### src/rtl/rst_ctrl_decode.sv
module rst_ctrl_decode #(
   parameter int unsigned ADDR_W    = 16,
   parameter int unsigned DATA_W    = 8,
   parameter logic [ADDR_W-1:0] PORT_ADDR = 16'hCF9,
   parameter int unsigned TRIG_BIT  = 2
) (
   input  logic              clk,
   input  logic              rst_n,
   input  logic [ADDR_W-1:0] io_addr,
   input  logic              io_wr,
   input  logic              io_rd,
   input  logic [DATA_W-1:0] io_wdata,
   output logic              fire,
   output logic              store_en,
   output logic              rd_hit
);
   logic sel;

   if (TRIG_BIT >= DATA_W) begin : g_bad_trig
      $error("TRIG_BIT outside data width");
   end

   assign sel      = (io_addr == PORT_ADDR);
   assign fire     = sel & io_wr &  io_wdata[TRIG_BIT];
   assign store_en = sel & io_wr & ~io_wdata[TRIG_BIT];
   assign rd_hit   = sel & io_rd;

   // a trigger write and a storing write never coincide
   assert_excl_R3: assert property (@(posedge clk) disable iff (!rst_n)
      !(fire && store_en));
endmodule

### src/rtl/rst_ctrl_store.sv
module rst_ctrl_store #(
   parameter int unsigned DATA_W   = 8,
   parameter int unsigned TYPE_BIT = 1
) (
   input  logic              clk,
   input  logic              rst_n,
   input  logic              store_en,
   input  logic              rd_hit,
   input  logic [DATA_W-1:0] wdata,
   output logic [DATA_W-1:0] stored,
   output logic [DATA_W-1:0] rdata,
   output logic              rvalid
);
   logic [DATA_W-1:0] keep;

   if (TYPE_BIT >= DATA_W) begin : g_bad_type
      $error("TYPE_BIT outside data width");
   end

   for (genvar b = 0; b < DATA_W; b++) begin : g_keep
      assign keep[b] = (b == TYPE_BIT);
   end

   always_ff @(posedge clk or negedge rst_n) begin
      if (!rst_n) begin
         stored <= '0;
         rdata  <= '0;
         rvalid <= 1'b0;
      end else begin
         if (store_en) stored <= wdata & keep;
         rvalid <= rd_hit;
         rdata  <= rd_hit ? stored : '0;
      end
   end

   assert_keep_R4: assert property (@(posedge clk) disable iff (!rst_n)
      store_en |=> (stored[TYPE_BIT] == $past(wdata[TYPE_BIT])) &&
                   ($countones(stored) <= 1));
   assert_hold_R3: assert property (@(posedge clk) disable iff (!rst_n)
      !store_en |=> $stable(stored));
   assert_rvalid_R5: assert property (@(posedge clk) disable iff (!rst_n)
      rvalid |-> $past(rd_hit));
   assert_rzero_R5: assert property (@(posedge clk) disable iff (!rst_n)
      !rvalid |-> (rdata == '0));
endmodule

### src/rtl/rst_ctrl_pulse.sv
module rst_ctrl_pulse (
   input  logic clk,
   input  logic rst_n,
   input  logic fire,
   output logic req
);
   always_ff @(posedge clk or negedge rst_n) begin
      if (!rst_n) req <= 1'b0;
      else        req <= fire;
   end

   assert_pulse_R2: assert property (@(posedge clk) disable iff (!rst_n)
      req |-> $past(fire));
   assert_follow_R2: assert property (@(posedge clk) disable iff (!rst_n)
      fire |=> req);
endmodule

### src/rtl/rst_ctrl_port.sv
module rst_ctrl_port #(
   parameter int unsigned ADDR_W    = 16,
   parameter int unsigned DATA_W    = 8,
   parameter logic [ADDR_W-1:0] PORT_ADDR = 16'hCF9,
   parameter int unsigned TRIG_BIT  = 2,
   parameter int unsigned TYPE_BIT  = 1
) (
   input  logic              clk,
   input  logic              rst_n,
   input  logic [ADDR_W-1:0] io_addr,
   input  logic              io_wr,
   input  logic              io_rd,
   input  logic [DATA_W-1:0] io_wdata,
   output logic [DATA_W-1:0] io_rdata,
   output logic              io_rvalid,
   output logic              sys_rst_req
);
   logic fire, store_en, rd_hit;
   logic [DATA_W-1:0] stored;

   if (TRIG_BIT == TYPE_BIT) begin : g_bad_bits
      $error("trigger and type bits must differ");
   end

   rst_ctrl_decode #(.ADDR_W(ADDR_W), .DATA_W(DATA_W),
                     .PORT_ADDR(PORT_ADDR), .TRIG_BIT(TRIG_BIT)) u_dec (
      .clk(clk), .rst_n(rst_n), .io_addr(io_addr), .io_wr(io_wr),
      .io_rd(io_rd), .io_wdata(io_wdata), .fire(fire),
      .store_en(store_en), .rd_hit(rd_hit));

   rst_ctrl_store #(.DATA_W(DATA_W), .TYPE_BIT(TYPE_BIT)) u_store (
      .clk(clk), .rst_n(rst_n), .store_en(store_en), .rd_hit(rd_hit),
      .wdata(io_wdata), .stored(stored), .rdata(io_rdata),
      .rvalid(io_rvalid));

   rst_ctrl_pulse u_pulse (
      .clk(clk), .rst_n(rst_n), .fire(fire), .req(sys_rst_req));

   assert_other_R6: assert property (@(posedge clk) disable iff (!rst_n)
      (io_addr != PORT_ADDR) |=> !sys_rst_req && !io_rvalid && $stable(stored));
   assert_reset_R1: assert property (@(posedge clk)
      !rst_n |-> (stored == '0) && !sys_rst_req && !io_rvalid);
endmodule

### config.mk
export PLATFORM = sky130hd
export DESIGN_NAME = rst_ctrl_port
export DESIGN_NICKNAME = d
export VERILOG_FILES = /design/src/rtl/rst_ctrl_decode.sv /design/src/rtl/rst_ctrl_store.sv /design/src/rtl/rst_ctrl_pulse.sv /design/src/rtl/rst_ctrl_port.sv
export SDC_FILE = /design/constraint.sdc
export NUM_CORES = 1
export LEC_CHECK = 0
export ABC_CLOCK_PERIOD_IN_PS = 1110
export BUFFER_PORTS_ARGS = -buffer_cell sky130_fd_sc_hd__buf_2
export CAP_MARGIN = 20
export CELL_PAD_IN_SITES_DETAIL_PLACEMENT = 0
export CELL_PAD_IN_SITES_GLOBAL_PLACEMENT = 1
export CORE_ASPECT_RATIO = 0.9
export CORE_MARGIN = 3
export CORE_UTILIZATION = 17
export DETAILED_ROUTE_END_ITERATION = 10
export HOLD_SLACK_MARGIN = 0.06
export PLACE_DENSITY_LB_ADDON = 0.1
export RECOVER_POWER = 100
export SYNTH_ARGS = -nofsm -noshare
export SYNTH_HDL_FRONTEND = slang
export SYNTH_SLANG_ARGS = --single-unit
### constraint.sdc
create_clock -name clk -period 1.11 [get_ports clk]
set_clock_uncertainty 0.1 [all_clocks]
set_input_delay 0.111 -clock clk [delete_from_list [all_inputs] [get_ports clk]]
set_output_delay 0.111 -clock clk [all_outputs]
set_load 0.03 [all_outputs]
==> results.yml <==
run_status:
  outcome: "finished with violations"
  violations: "setup timing"
routing:
  vias: 257
  highest_layer: "met3"
  postRouteAntennaNets: 0
  drt_wl_total_um: 685
  wl_met1_um: 218
  viasPerCell: 3.84
  wl_per_cell_um: 10.2
  dr_wl_met2_um: 417
  met3_length_um: 50
  dr.pass1.iters: 2
  drtIter0Drc: 4
  drc: 0
timing:
  rsz0062_at_grt: "yes"
  setup_viol: 3
  slew_viol_final: 0
  hold_viol: 0
  fin_crit_sh_pct: 118
  fmax_mhz: 765
  setup_slack_ns: -0.198
  setup_tns_ns: -0.266
  period_needed_ns: 1.31
finish:
  fin_nets: 83
  area_delta_synth_final_pct: 77.6
  antenna_cells: 0
  fin_util_pct: 35.2
  layout-drive-gt1-share_pct: 64.2
  fill_cells: 149
  final_cell_mix: "buf_2, conb_1, dlygate4sd3_1, dfrtp_1"
  final_common_cell: "buf_2"
setup_path:
  cp-start-kind: "input pin"
  critPathTopFamily: "simple AND/OR/NAND/NOR gates"
  crit_chain: "buf_6 > or4b_4 > nor4_4 > nand3b_1 > mux2_4"
  critPathSlowestCell: "or4b_4"
  max_stage_delay_ns: 0.53
  cp-end-kind: "flop"
  critPathKind: "in2reg"
  critPathRequiredTime_ns: 1.12
  crit_start: "io_addr[9]"
  r2r-start: "u_store.stored[1]"
  cp.arrival_ns: 1.32
  critical_path_buf_inv_count: 1
  cp_max_fo: 2
clocking:
  cts_tree: "done"
  clk_path_buf_depth: 2
  htreeDepth: 1
  clk_latency_ns: 0.23
  clock-sinks: 4
  numCtsBuffers: 3
  path_clk_slew_ns: 0.04
  cts_root_buf: "clkbuf_4"
grt:
  grt_use_total_pct: 7.51
  grt_pass1_wl_mm: 1.04
  grt-ovfl-total: 0
  grt_max_degree: 5
  antenna_found_initial: 0
  grt_pass1_vias: 281
job:
  cap_violations: 0
synthesis:
  synth_top_area_share_pct: 37.4
  syn_area_per_cell_um2: 12.2
  ys_ff_latch: 4
  synth_cells: 22
  yosys_warnings: 0
  synth_area_um2: 268
  seq_area_frac_synth_pct: 37.4
  yosysUniqueCellTypes: 12
  synthTopCellsByArea: "dfrtp_1, buf_4, nand4bb_4"
  yosys.area.top_type: "dfrtp_1"
die:
  io_pins: 38
  chipWidth_um: 47.8
  die_area_um2: 2090
  initial_core_util_pct: 19.8
  dieHeight_um: 43.7
  core_area_um2: 1350
  row_count: 12
pwr:
  p_leak_nw: 0.258
  peakVddDrop_mv: 0.203
  power_density_nw_per_um2: 873
placed_design:
  hpwl_um: 614
  portBuffers: 24
  place_congestion: 0.656
hold_path:
  hold_class: "in2reg"
  min_from: "io_wr"
-- Yosys cell counts, drive strengths merged --
library cell / number
nand3b: 1
nand4b: 1
conb: 1
or4b: 1
nand4bb: 2
dfrtp: 4
and2: 1
buf: 7
and3: 2
mux2: 1
nor4: 1
-- stage by stage --
stage / setup slack, ns / power, W / area [um^2] / cells / hold slack (ns)
2_1_floorplan: -0.377 / 0.000209 / 290 / 28 / -0.285
3_3_place_gp: -0.486 / 0.000228 / 383 / 60 / -0.183
3_5_place_dp: -0.511 / 0.000230 / 383 / 60 / -0.180
4_1_cts: -0.211 / 0.000424 / 467 / 66 / 0.0607
5_1_grt: -0.216 / 0.000452 / 475 / 67 / 0.0679
6_report: -0.198 / 0.000415 / 475 / 67 / 0.0754
-- metal layers --
metal | vias to the layer above | track usage (%)
li1 | 127 | -
met1 | 116 | 6.57
met2 | 14 | 12.1
met3 | 0 | 3.73
met4 | 0 | 6.45
met5 | - | 0
-- layout make-up --
cell class / count / area [um^2] / area share, %
repair buffers: 29 / 173 / 36.3
multi-input cells: 17 / 163 / 34.2
flip-flops and latches: 4 / 100 / 21.1
clock buffers: 3 / 22.5 / 4.74
well taps: 14 / 17.5 / 3.68
-- path summary, 6_finish.rpt --
path / depth (start not counted) / slack, ns / end
setup / recovery: 5 / -0.20 / u_store.stored[1]
hold reg to reg: 1 / 0.42 / u_store.stored[1]
min in group asynchronous: 2 / 0.13 / u_store.rvalid
max in group asynchronous: 2 / 0.60 / u_store.rdata[1]
setup reg to reg: 1 / 0.26 / u_store.stored[1]
hold / removal: 2 / 0.08 / u_pulse.req
-- flip-flops by register name (all words and copies together), names as in the netlist --
register / flops
u_pulse.req: 1
u_store.rdata: 1
u_store.rvalid: 1
u_store.stored: 1
-- where the power goes --
group	leakage [nW]	internal, W	switching, W
registers	0.0559	0.000147	0.00000000459
clock network	0.0138	0.000120	0.0000512
logic	0.189	0.0000460	0.0000510
total	0.258	0.000313	0.000102
-- repair_timing --
| action | in CTS | in global routing |
|---|---|---|
| pin swaps | 3 | 0 |
| endpoints found under the setup margin | 4 | 4 |
| hold buffers | 3 | 1 |
| setup buffers | 0 | 0 |
| gates resized for setup | 7 | 0 |
| endpoints found under the hold margin | 6 | 1 |
-- cells by family after synthesis --
| group | count (synthesis) | share of synthesized area (%) |
|---|---|---|
| buf+inv | 7 | 19.6 |
| flops | 4 | 37.4 |
| mux | 1 | 4.21 |
| other cells | 1 | 1.40 |
| simple gates | 9 | 37.4 |
Power figures use the tool's default switching activity.
